### src/rtl/scanirq_pkg.sv
// Package: shared types for the scanline interrupt generator.
// Assumes one write command is decoded per cycle at most.
package scanirq_pkg;

    // Decoded register action for one CPU write
    typedef struct packed {
        logic set_latch;   // store reload value
        logic clr_count;   // force counter to zero
        logic irq_off;     // disarm and drop pending
        logic irq_on;      // arm
    } scanirq_cmd_t;

endpackage

### src/rtl/scanirq_decode.sv
// Module: scanirq_decode
// Turns a CPU write into one register action. Bits [top:top-2] select
// the region (110 reload pair, 111 arm pair); bit 0 picks even/odd.
// Assumes wr_en is a single-cycle strobe. Purely combinational.
module scanirq_decode
    import scanirq_pkg::*;
#(
    parameter int ADDR_W = 16
) (
    input  logic              wr_en,
    input  logic [ADDR_W-1:0] wr_addr,
    output scanirq_cmd_t      cmd
);
    localparam logic [2:0] RGN_RELOAD = 3'b110;
    localparam logic [2:0] RGN_ARM    = 3'b111;

    logic [2:0] region;
    logic       odd;

    assign region = wr_addr[ADDR_W-1 -: 3];
    assign odd    = wr_addr[0];

    // Map region and address parity to one action
    always_comb begin
        cmd = '0;
        if (wr_en) begin
            if (region == RGN_RELOAD) begin
                cmd.set_latch = !odd;
                cmd.clr_count = odd;
            end else if (region == RGN_ARM) begin
                cmd.irq_off = !odd;
                cmd.irq_on  = odd;
            end
        end
    end
endmodule

### src/rtl/scanirq_tick.sv
// Module: scanirq_tick
// Produces a one-cycle tick when the scanline qualifier becomes true.
// The qualifier picks cycle CYC_NEAR or CYC_FAR from the sprite height
// and the pattern-table setting, and is only valid while rendering.
// Assumes the timing inputs are synchronous to clk.
module scanirq_tick #(
    parameter int CYC_W    = 9,
    parameter int CYC_NEAR = 260,
    parameter int CYC_FAR  = 324
) (
    input  logic             clk,
    input  logic             rst_n,
    input  logic [CYC_W-1:0] line_cycle,
    input  logic             render_on,
    input  logic             tall_sprites,
    input  logic             bg_table_hi,
    input  logic             spr_table_hi,
    output logic             tick
);
    localparam logic [CYC_W-1:0] NEAR_C = CYC_W'(CYC_NEAR);
    localparam logic [CYC_W-1:0] FAR_C  = CYC_W'(CYC_FAR);

    logic at_near, at_far, use_near, use_far, qual, qual_q;

    assign at_near  = (line_cycle == NEAR_C);
    assign at_far   = (line_cycle == FAR_C);

    // Select which dot position qualifies for this table setup
    always_comb begin
        use_near = tall_sprites || (!bg_table_hi && spr_table_hi);
        use_far  = !tall_sprites && bg_table_hi && !spr_table_hi;
    end

    assign qual = render_on && ((use_near && at_near) || (use_far && at_far));

    // Remember last qualifier so a held condition ticks only once
    always_ff @(posedge clk) begin
        if (!rst_n) qual_q <= 1'b0;
        else        qual_q <= qual;
    end

    assign tick = qual && !qual_q;
endmodule

### src/rtl/scanirq_count.sv
// Module: scanirq_count
// Holds the reload value, the down-counter, the arm bit and the pending
// flag. A forced reload beats a tick; a disarm beats a new interrupt,
// and a new interrupt beats an acknowledge. Arm state used for raising
// is the value before this cycle's write.
module scanirq_count
    import scanirq_pkg::*;
#(
    parameter int DATA_W = 8
) (
    input  logic              clk,
    input  logic              rst_n,
    input  scanirq_cmd_t      cmd,
    input  logic [DATA_W-1:0] wr_data,
    input  logic              tick,
    input  logic              irq_ack,
    output logic [DATA_W-1:0] count,
    output logic              irq
);
    logic [DATA_W-1:0] latch_q, cnt_q, cnt_nxt;
    logic              armed_q, pend_q, raise;

    // Next counter value from forced reload or tick
    always_comb begin
        cnt_nxt = cnt_q;
        if (cmd.clr_count)
            cnt_nxt = '0;
        else if (tick)
            cnt_nxt = (cnt_q == '0) ? latch_q : cnt_q - DATA_W'(1);
    end

    assign raise = tick && !cmd.clr_count && armed_q && (cnt_nxt == '0);

    // Register update for reload value, counter, arm and pending
    always_ff @(posedge clk) begin
        if (!rst_n) begin
            latch_q <= '0;
            cnt_q   <= '0;
            armed_q <= 1'b0;
            pend_q  <= 1'b0;
        end else begin
            if (cmd.set_latch) latch_q <= wr_data;
            cnt_q <= cnt_nxt;
            if (cmd.irq_off)     armed_q <= 1'b0;
            else if (cmd.irq_on) armed_q <= 1'b1;
            if (cmd.irq_off)     pend_q <= 1'b0;
            else if (raise)      pend_q <= 1'b1;
            else if (irq_ack)    pend_q <= 1'b0;
        end
    end

    assign count = cnt_q;
    assign irq   = pend_q;
endmodule

### src/rtl/scanline_irq_top.sv
// Module: scanline_irq_top
// Scanline-counting interrupt generator: decodes CPU writes, derives a
// per-scanline tick from video timing, and runs the reload counter.
// Assumes all inputs are synchronous to clk; reset is synchronous, low.
module scanline_irq_top
    import scanirq_pkg::*;
#(
    parameter int ADDR_W   = 16,
    parameter int DATA_W   = 8,
    parameter int CYC_W    = 9,
    parameter int CYC_NEAR = 260,
    parameter int CYC_FAR  = 324
) (
    input  logic              clk,
    input  logic              rst_n,
    input  logic              wr_en,
    input  logic [ADDR_W-1:0] wr_addr,
    input  logic [DATA_W-1:0] wr_data,
    input  logic [CYC_W-1:0]  line_cycle,
    input  logic              render_on,
    input  logic              tall_sprites,
    input  logic              bg_table_hi,
    input  logic              spr_table_hi,
    input  logic              irq_ack,
    output logic              irq_out
);
    scanirq_cmd_t      cmd_w;
    logic              tick_w;
    logic [DATA_W-1:0] cnt_w;

    scanirq_decode #(.ADDR_W(ADDR_W)) u_decode (
        .wr_en   (wr_en),
        .wr_addr (wr_addr),
        .cmd     (cmd_w)
    );

    scanirq_tick #(.CYC_W(CYC_W), .CYC_NEAR(CYC_NEAR), .CYC_FAR(CYC_FAR)) u_tick (
        .clk          (clk),
        .rst_n        (rst_n),
        .line_cycle   (line_cycle),
        .render_on    (render_on),
        .tall_sprites (tall_sprites),
        .bg_table_hi  (bg_table_hi),
        .spr_table_hi (spr_table_hi),
        .tick         (tick_w)
    );

    scanirq_count #(.DATA_W(DATA_W)) u_count (
        .clk     (clk),
        .rst_n   (rst_n),
        .cmd     (cmd_w),
        .wr_data (wr_data),
        .tick    (tick_w),
        .irq_ack (irq_ack),
        .count   (cnt_w),
        .irq     (irq_out)
    );
endmodule

### config.mk
export PLATFORM = sky130hd
export DESIGN_NAME = scanline_irq_top
export DESIGN_NICKNAME = d
export VERILOG_FILES = /design/src/rtl/scanirq_pkg.sv /design/src/rtl/scanirq_decode.sv /design/src/rtl/scanirq_tick.sv /design/src/rtl/scanirq_count.sv /design/src/rtl/scanline_irq_top.sv
export SDC_FILE = /design/constraint.sdc
export NUM_CORES = 1
export LEC_CHECK = 0
export BUFFER_PORTS_ARGS = -buffer_cell sky130_fd_sc_hd__buf_2
export CAP_MARGIN = 5
export CORE_AREA = 2 2 51 53
export CTS_BUF_LIST = sky130_fd_sc_hd__clkbuf_16
export DETAILED_ROUTE_END_ITERATION = 8
export DIE_AREA = 0 0 53 55
export GPL_ROUTABILITY_DRIVEN = 0
export PLACE_DENSITY = 0.78
export SLEW_MARGIN = 15
export SYNTH_ARGS = -nofsm -noshare
export SYNTH_HDL_FRONTEND = slang
export SYNTH_SLANG_ARGS = --single-unit
### constraint.sdc
create_clock -name clk -period 3.35 [get_ports clk]
set_input_delay 0.1675 -clock clk [delete_from_list [all_inputs] [get_ports clk]]
set_output_delay 0.1675 -clock clk [all_outputs]
set_load 0.05 [all_outputs]
After elaboration in Yosys (flattened, before gate mapping)
Index checks and enable logic that the tools add are counted.
- register bits: 19
- bits in latches: 0
- RAM bits: 0
- bits in read-only memories: 0
- input bits: 41
- memories: 0
- add/sub/neg operators: 1
- $mul: 0
- div/mod/pow operators: 0
- magnitude comparators: 0
- eq/ne operators: 4
- shift operators: 0
- muxes and demuxes: 9
- bitwise operators: 1
- reductions and logical operators: 22
- operator list (operator ; number):
    $mux 8 ; 3
    $eq 9x9->1 const B ; 2
    $logic_not 8->1 ; 2
    $logic_and 1x1->1 ; 10
    $sub 8x1->8 const B ; 1
    $eq 3x3->1 const B ; 2
    $logic_not 1->1 ; 6
    $mux 2 ; 3
    $mux 4 ; 1
    $logic_or 1x1->1 ; 2
    $mux 1 ; 2
    $reduce_bool 2->1 ; 1
    $reduce_or 2->1 ; 1
    $not 1->1 ; 1

Longest topological paths before layout
Gate-level depths: netlist of the first run.
- word-level depth: 12
- gate-level depth with buffers: 9

Modules after synthesis
A second synthesis of the first run with hierarchy kept.
- cells, all modules: 124
- area, all modules: 1086.0 um^2
- by module, submodules not included (module ; instances ; cells an instance ; area an instance (um^2) ; seq. area each (um^2)):
    scanirq_count ; 1 ; 105 ; 955.9 ; 360.3
    scanirq_tick ; 1 ; 11 ; 81.3 ; 20.0
    scanirq_decode ; 1 ; 8 ; 48.8 ; 0.0

Worst setup path after synthesis of the first run
OpenSTA, ideal clock, no wires.
- kind: register -> register
- start: reg u_count.cnt_q[0] (netlist: u_count.count[0])
- end: reg u_count.pend_q (netlist: u_count.irq)
- library setup time: 86 ps
- data arrival time: 2194 ps
- required time: 3264 ps
- slack: 1070 ps
- cell stages (with the launch flop): 10
- buffers on the path: 0
- clock period less this slack: 2280 ps
- path through: dfxtp_1 > inv_1 > ha_1 > nor3b_2 > nand2_1 > a2bb2oi_1 > o221a_1 > a2111oi_2 > o2111ai_1 > a221oi_2
- word-level cells in the longest chain between the ends: 7
- elaborated cells between the ends (all ways): 9
- classes of those cells: add/sub (1); mux (4); reduce/logical (4)
- ends and longest elaborated chain (what ; RTL line ; text):
    start: declaration ; scanirq_count.sv:20 ; logic [DATA_W-1:0] latch_q, cnt_q, cnt_nxt;
    start signal: assignment ; scanirq_count.sv:43 ; cnt_q <= cnt_nxt;
    $sub 8x1->8 or $logic_not 8->1 (tied branches) ; scanirq_count.sv:29 ; cnt_nxt = (cnt_q == '0) ? latch_q : cnt_q - DATA_W'(1);
    $mux 8 ; scanirq_count.sv:29 ;
    $mux 8 * ; scanirq_count.sv:28 ; else if (tick)
    $mux 8 * ; scanirq_count.sv:26 ; if (cmd.clr_count)
    $logic_not 8->1 * ; scanirq_count.sv:32 ; assign raise = tick && !cmd.clr_count && armed_q && (cnt_nxt == '0);
    $logic_and 1x1->1 * ; scanirq_count.sv:32 ;
    $mux 1 or $reduce_bool 2->1 (tied branches) ; n/a ;
    end signal: assignment ; scanirq_count.sv:46 ; if (cmd.irq_off) pend_q <= 1'b0;
    end signal: assignment ; scanirq_count.sv:47 ; else if (raise) pend_q <= 1'b1;
    end signal: assignment ; scanirq_count.sv:48 ; else if (irq_ack) pend_q <= 1'b0;
    end: declaration ; scanirq_count.sv:21 ; logic armed_q, pend_q, raise;
Mark *: on every way between the ends. The rest lies on a longest branch, timed or not.
A chain may end at the register's enable or synchronous reset.

Final worst setup path of the first run
Same ends and word-level chain as after synthesis.

==> results.yml, run 1 <==
clocking:
  clkLatencyLatePin_ns: 0.25
  cts_max_level: 1
  cts_setup_buffers: 0
  numClockSinks: 19
  ctsHoldBuffers: 0
  post_cts_resized: 0
  path_clk_slew_ns: 0.05
  cts-buffers-inserted: 3
  cts_tree: "yes"
  cts_max_path_buffers: 2
  cts-root-buf: "clkbuf_16"
sta:
  finalSetupTns_ns: 0
  fin_crit_sh_pct: 81.2
  report.final.slew_viol_count: 0
  finClkSkew_ns: 0.00194
  setup_viol_count_final: 0
  maxClockFrequency_ghz: 0.368
  rsz0062_at_grt: "false"
  relSlewSlack_pct: 44.5
  period_minus_slack_ns: 2.72
  tightest_slew_ns: 0.825
  finalHoldViolCount: 0
yosys:
  syn_avg_cell_area_sq_um: 8.75
  yosysWarnings: 0
  ys_seq_area_share_pct: 32.7
  number_of_enable_type_register_cells_in_the_synthesized_netlist: 0
  synthArstFlopShare_pct: 0
  synthFlopType: "dfxtp_1"
  synth_cell_type_count: 43
  syn-num-nets: 176
  syn-cell-area_sq_um: 1160
  synth.ff_latch_count: 19
  syn_inst: 133
pwr:
  power_density_nw_per_um2: 363
  post-layout-total-power_uw: 515
  leakage_nw: 0.522
  worst_ir_drop_vdd_mv: 0.489
drt:
  via_count: 1143
  avgRoutedWirePerCell_um: 14.8
  route.detailed.vias_per_inst: 5.92
  drt_first_pass_iters: 4
  drt_wl_total_um: 2850
  route.antenna.remaining_nets: 0
  drt_drc_violations_left: 0
  drt_iter0_drc: 39
worst_setup_path:
  timing_worst_setup_path_type: "reg2reg"
  critical_path.startpoint_type: "flop"
  crit_path_max_fanout: 9
  critical_path.endpoint_type: "flop"
  required_ns: 3.52
  timing.critical_path.arrival_ns: 2.89
die:
  core_area_sq_um: 2360
  die_w_um: 53
  fp-row-count: 18
  top_level_ports: 42
  dieArea_sq_um: 2920
  die_height_um: 55
  floorplan.initialDensity_pct: 49.2
final_layout:
  drive_above_1_share_pct: 26.4
  layout.cells.most_common: "buf_2"
  diode_count: 0
  area.growth.synth_to_final_pct: 21.9
  most-common-layout-cells: "29 x buf_2, 19 x dfxtp_1, 15 x nor2_1"
  design.final.nets: 207
grt:
  first_global_vias: 1080
  antenna_found_initial: 0
  grt_use_total_pct: 22.0
  grt_first_pass_wirelength_um: 4680
  grt_max_degree: 14
  overflow: 0
min_path:
  hold_path_class: "in2reg"
place:
  port_buffers: 29
  dp_hpwl_um: 2110
outcome:
  outcome: "complete, no violations"
run:
  max_cap_violations: 0
state kept, by name (all words and copies together), names as in the netlist:
register,flops
u_count.irq,1
u_count.armed_q,1
u_tick.qual_q,1
u_count.latch_q,8
u_count.count,8
area by class of cell:
class / instances / area (sq um)
clock inverters: 1 / 3.75
flip-flops and latches: 19 / 380
clock buffers: 3 / 75.1
multi-input cells: 105 / 747
repair buffers: 31 / 160
well taps: 30 / 37.5
inverters: 4 / 15.0
fillers: 218 / 946
metrics by stage:
step	std cells	setup slack, ns	hold WS, ns	cell area [sq um]	util [%]
finish	193	0.630	0.149	1420	60.0
global route	193	0.458	0.182	1420	60.0
CTS	193	0.688	0.148	1420	60.0
detailed placement	189	0.745	0.410	1340	56.7
floorplan	133	1.07	0.257	1160	-
global placement	189	0.772	0.402	1340	56.7
synthesized netlist by cell type, drive strengths merged (2+ instances only):
library cell   n  area share, %
o32ai          2            1.5
or4            4            2.6
mux2i         12             10
nand2          8            2.6
a21oi          5            2.2
nor4           7            5.1
dfxtp         19             33
ha             2            2.2
nand4          2            1.6
nor2b          3            1.6
clkbuf         4            1.4
o2111ai        2            1.5
nand3          7            3.0
nor3           7            3.0
a2111oi        2            2.0
nor3b          4            3.4
nor2          15            4.8
inv            4            1.3
and2           6            3.2
cell families (layout without fill, tap and decap cells):
kind of cell	after synthesis	after routing	share of synthesized area (%)
compound gates	22	22	15.3
flops	19	19	32.7
simple gates	69	69	36.5
fa+ha+maj	2	2	2.15
mux	12	12	10.3
buf+inv	9	39	3.12
where the power goes:
part / total, mW / switching (mW) / internal [mW]
combinational: 0.0419 / 0.0221 / 0.0197
clock: 0.245 / 0.0860 / 0.159
sequential: 0.229 / 0.00102 / 0.228
path summary, 6_finish.rpt:
kind                                        from                 end  slack, ns  depth (start not counted)
worst max register to register  u_count.count[0]         u_count.irq       0.63                          9
worst min-delay path                  wr_data[5]  u_count.latch_q[5]       0.15                          3
worst max-delay path            u_count.count[0]         u_count.irq       0.63                          9
worst min register to register       u_count.irq         u_count.irq       0.48                          2
layer usage:
layer  GRT usage (%)  vias up  wire [um]  share of wire (%)
met5               0        -          0                  0
met1            27.2      506       1140                 40
li1                -      567          -                  -
met3            4.57        7        247                8.7
met2            37.3       63       1410                 49
met4            9.40        0         58                2.0
critical path: stages (launching register included):
cell	delay (ns)
dfxtp_1	0.35
inv_1	0.12
ha_1	0.15
nor3b_2	0.41
nand2_1	0.36
a2bb2oi_1	0.22
o221a_1	0.29
a2111oi_2	0.30
o2111ai_1	0.19
a221oi_2	0.26
(Power assumes the default switching activity.)
==> run 2: changes to the inputs <==
CORE_AREA = 2 2 53 55   (was 2 2 51 53)
DIE_AREA = 0 0 55 57   (was 0 0 53 55)
PLACE_DENSITY = 0.72   (was 0.78)
clock period = 2.7 ns   (was 3.35 ns; I/O delays follow)
==> results.yml, run 2 (synthesis results as in run 1) <==
outcome:
  outcome: "complete, no violations"
grt:
  grt_first_pass_wirelength_um: 4850
  grt_use_total_pct: 21.3
  overflow: 0
  antenna_found_initial: 0
  grt_max_degree: 14
  first_global_vias: 1131
pwr:
  leakage_nw: 0.544
  power_density_nw_per_um2: 440
  worst_ir_drop_vdd_mv: 0.346
die:
  dieArea_sq_um: 3140
  die_w_um: 55
  core_area_sq_um: 2620
  top_level_ports: 42
  die_height_um: 57
  fp-row-count: 19
  floorplan.initialDensity_pct: 44.5
place:
  dp.cells: 196
  dpl_worst_slack_ns: 0.251
  place_area_sq_um: 1390
  port_buffers: 29
  dp_hpwl_um: 2180
drt:
  via_count: 1178
  drt_first_pass_iters: 4
  route.detailed.vias_per_inst: 5.89
  drt_drc_violations_left: 0
  route.antenna.remaining_nets: 0
  drt_wl_total_um: 2890
  avgRoutedWirePerCell_um: 14.5
  drt_iter0_drc: 48
worst_setup_path:
  critical_path.startpoint_type: "flop"
  worstSetupEndpoint: "u_count.irq"
  crit_path_max_fanout: 5
  r2r_end: "u_count.irq"
  timing.critical_path.arrival_ns: 2.65
  setup.reg_to_reg.worst_slack_ns: 0.22
  required_ns: 2.87
  rr_worst_depth: 9
  critical_path.endpoint_type: "flop"
  timing_worst_setup_path_type: "reg2reg"
  reg2reg_from: "u_count.count[0]"
  startpoint: "u_count.count[0]"
final_layout:
  most-common-layout-cells: "29 x buf_2, 19 x dfxtp_1, 15 x nor2_1"
  area.growth.synth_to_final_pct: 26.2
  nFillCells: 249
  diode_count: 0
  design_area_sq_um: 1470
  layout.cells.most_common: "buf_2"
  drive_above_1_share_pct: 29.6
  final_cell_count_no_fill: 200
  design.final.nets: 213
clocking:
  post_cts_resized: 0
  cts_setup_buffers: 0
  cts_tree: "yes"
  cts_max_level: 1
  numClockSinks: 19
  ctsHoldBuffers: 0
  path_clk_slew_ns: 0.06
  clkLatencyLatePin_ns: 0.25
  cts-buffers-inserted: 3
  cts_max_path_buffers: 2
  cts-root-buf: "clkbuf_16"
run:
  max_cap_violations: 0
sta:
  tightest_slew_ns: 0.506
  period_minus_slack_ns: 2.48
  relSlewSlack_pct: 66.2
  report.final.slew_viol_count: 0
  finalHoldViolCount: 0
  finClkSkew_ns: 0.00257
  rsz0062_at_grt: "false"
  final_critical_path_setup_slack_ns: 0.223
  hold_ws_ns: 0.115
  maxClockFrequency_ghz: 0.404
  fin_crit_sh_pct: 91.7
  finalSetupTns_ns: 0
  setup_viol_count_final: 0
min_path:
  hold_path_class: "in2reg"
  min_path_cells: 3
-- run 2: cell types whose count changed in the layout (fill, tap and decap cells not counted) --
cell	before	now
inv_1	4	3
buf_4	2	8
clkinvlp_4	0	1
-- run 2: critical path, cell delays in order (launching register included) --
cell       delay (ns)
dfxtp_1          0.35
inv_1            0.12
ha_1             0.20
nor3b_1          0.45
a21oi_1          0.09
nor4_1           0.21
o32ai_1          0.17
a2111oi_2        0.37
o2111ai_1        0.18
a221oi_2         0.25
-- run 2: worst min path at each step --
stage / startpoint / end / slack, ns
floorplan: wr_addr[13] / u_count.irq / 0.22
global placement: wr_data[7] / u_count.latch_q[7] / 0.37
detailed placement: wr_data[4] / u_count.latch_q[4] / 0.38
CTS: wr_data[4] / u_count.latch_q[4] / 0.11
global route: wr_data[1] / u_count.latch_q[1] / 0.12
finish: wr_data[4] / u_count.latch_q[4] / 0.11
-- run 2: final cells by class --
cell class | instances | area (sq um) | area share, %
inverter | 4 | 15.0 | 1.02
clock inverter | 1 | 7.51 | 0.511
clock buffer | 3 | 75.1 | 5.11
multi-input combinational | 105 | 747 | 50.9
tap | 31 | 38.8 | 2.64
sequential | 19 | 380 | 25.9
timing repair buffer | 37 | 205 | 14.0
-- run 2: where the power goes --
part / switching (mW) / internal [mW]
Sequential: 0.00135 / 0.282
Combinational: 0.0272 / 0.0257
Clock: 0.110 / 0.200
-- run 2: per-layer routing --
| layer | GRT usage (%) | part of all wire, % |
|---|---|---|
| met4 | 7.67 | 1.3 |
| met1 | 26.4 | 43 |
| met5 | 0 | 0 |
| met2 | 35.7 | 49 |
| met3 | 4.45 | 6.9 |
-- run 2: through the flow --
| stage | power [mW] | util (%) |
|---|---|---|
| 3_5_place_dp | 0.342 | 53.0 |
| 6_report | 0.647 | 56.2 |
| 5_1_grt | 0.671 | 56.2 |
| 3_3_place_gp | 0.340 | 53.0 |
| 4_1_cts | 0.655 | 56.2 |
| 2_1_floorplan | 0.311 | - |
==> run 3: changes to the inputs <==
BUFFER_PORTS_ARGS = -buffer_cell sky130_fd_sc_hd__buf_4   (was -buffer_cell sky130_fd_sc_hd__buf_2)
==> results.yml, run 3 (synthesis results as in run 1) <==
grt:
  antenna_found_initial: 0
  grt_first_pass_wirelength_um: 5090
  overflow: 0
  grt_use_total_pct: 22.0
  first_global_vias: 1125
  grt_max_degree: 14
sta:
  finalSetupTns_ns: 0
  rsz0062_at_grt: "false"
  report.final.slew_viol_count: 0
  period_minus_slack_ns: 2.47
  maxClockFrequency_ghz: 0.404
  tightest_slew_ns: 0.480
  final_critical_path_setup_slack_ns: 0.228
  finalHoldViolCount: 0
  setup_viol_count_final: 0
  finClkSkew_ns: 0.00175
  fin_crit_sh_pct: 91.6
  relSlewSlack_pct: 68.0
drt:
  drt_wl_total_um: 2970
  drt_drc_violations_left: 0
  topRoutingLayerUsed: "met4"
  drt_first_pass_iters: 4
  route.antenna.remaining_nets: 0
  avgRoutedWirePerCell_um: 14.8
  via_count: 1139
  met3_wirelength_um: 162
  drt_iter0_drc: 34
  route.detailed.vias_per_inst: 5.70
  wl_met1_um: 1320
  detailroute.wirelength.met2_um: 1430
clocking:
  ctsHoldBuffers: 0
  cts-root-buf: "clkbuf_16"
  cts_max_path_buffers: 2
  numClockSinks: 19
  path_clk_slew_ns: 0.06
  post_cts_resized: 0
  cts_tree: "yes"
  clkLatencyLatePin_ns: 0.26
  cts-buffers-inserted: 3
  cts_max_level: 1
  cts_setup_buffers: 0
place:
  dp_hpwl_um: 2210
  place_area_sq_um: 1460
  dp.cells: 196
  port_buffers: 29
  dpl_worst_slack_ns: 0.293
final_layout:
  drive_above_1_share_pct: 29.6
  layout.cells.most_common: "buf_4"
  design_area_sq_um: 1540
  diode_count: 0
  final_cell_count_no_fill: 200
  area.growth.synth_to_final_pct: 32.3
  design.final.nets: 213
  most-common-layout-cells: "37 x buf_4, 19 x dfxtp_1, 15 x nor2_1"
die:
  core_area_sq_um: 2620
  top_level_ports: 42
  die_w_um: 55
  dieArea_sq_um: 3140
  fp-row-count: 19
  die_height_um: 57
  floorplan.initialDensity_pct: 44.5
min_path:
  hold_path_class: "in2reg"
worst_setup_path:
  critical_path.startpoint_type: "flop"
  required_ns: 2.87
  timing.critical_path.arrival_ns: 2.65
  timing_worst_setup_path_type: "reg2reg"
  crit_path_max_fanout: 5
  critical_path.endpoint_type: "flop"
pwr:
  leakage_nw: 0.572
  power.sequential.fraction_pct: 42.9
  power_frac_clock_pct: 47.2
  post-layout-total-power_uw: 660
  worst_ir_drop_vdd_mv: 0.316
  power.share.switching_pct: 21.5
  p_int_uw: 518
  switchingPower_uw: 142
  power_density_nw_per_um2: 429
  proportion_of_power_drawn_by_combinational_gates_pct: 9.8
outcome:
  outcome: "complete, no violations"
run:
  max_cap_violations: 0
[run 3: cell count changes in the layout (fill, tap and decap cells not counted), sizes merged]
cell | before | now
clkinv | 0 | 1
clkinvlp | 1 | 0
[run 3: cell type report]
type	instances	area, sq um
timing repair buffer	37	278
multi-input combinational	105	747
sequential	19	380
tap	31	38.8
inverter	4	15.0
fill	252	1080
clock buffer	3	75.1
clock inverter	1	5.00
[run 3: worst paths after layout]
check,startpoint,end,slack (ns),cells after the start
setup / recovery,u_count.count[0],u_count.irq,0.23,9
hold / removal,wr_addr[13],u_count.irq,0.10,2
setup reg to reg,u_count.count[0],u_count.irq,0.23,9
hold reg to reg,u_count.irq,u_count.irq,0.49,2
[run 3: routing by layer]
| metal | up-vias | global-route usage, % |
|---|---|---|
| met4 | 0 | 7.32 |
| met3 | 7 | 3.93 |
| met5 | - | 0 |
| met1 | 521 | 29.5 |
| li1 | 577 | - |
| met2 | 34 | 35.2 |
[run 3: power groups by stage]
stage | clock (mW) | sequential [mW] | combinational, mW
2_1_floorplan | 0 | 0.289 | 0.0221
3_3_place_gp | 0 | 0.290 | 0.0621
3_5_place_dp | 0 | 0.290 | 0.0644
4_1_cts | 0.315 | 0.283 | 0.0648
5_1_grt | 0.328 | 0.283 | 0.0713
6_report | 0.312 | 0.283 | 0.0649
[run 3: through the flow]
| stage | hold slack [ns] | utilization, % |
|---|---|---|
| 2_1_floorplan | 0.224 | - |
| 3_3_place_gp | 0.358 | 55.8 |
| 3_5_place_dp | 0.361 | 55.8 |
| 4_1_cts | 0.0953 | 58.9 |
| 5_1_grt | 0.112 | 58.9 |
| 6_report | 0.101 | 58.9 |
[run 3: worst max-delay path, cell delays in order (launching register included)]
cell and delay, ns:
dfxtp_1 0.34, inv_1 0.11, ha_1 0.21, nor3b_1 0.44
a21oi_1 0.12, nor4_1 0.20, o32ai_1 0.17, a2111oi_2 0.37
o2111ai_1 0.18, a221oi_2 0.25
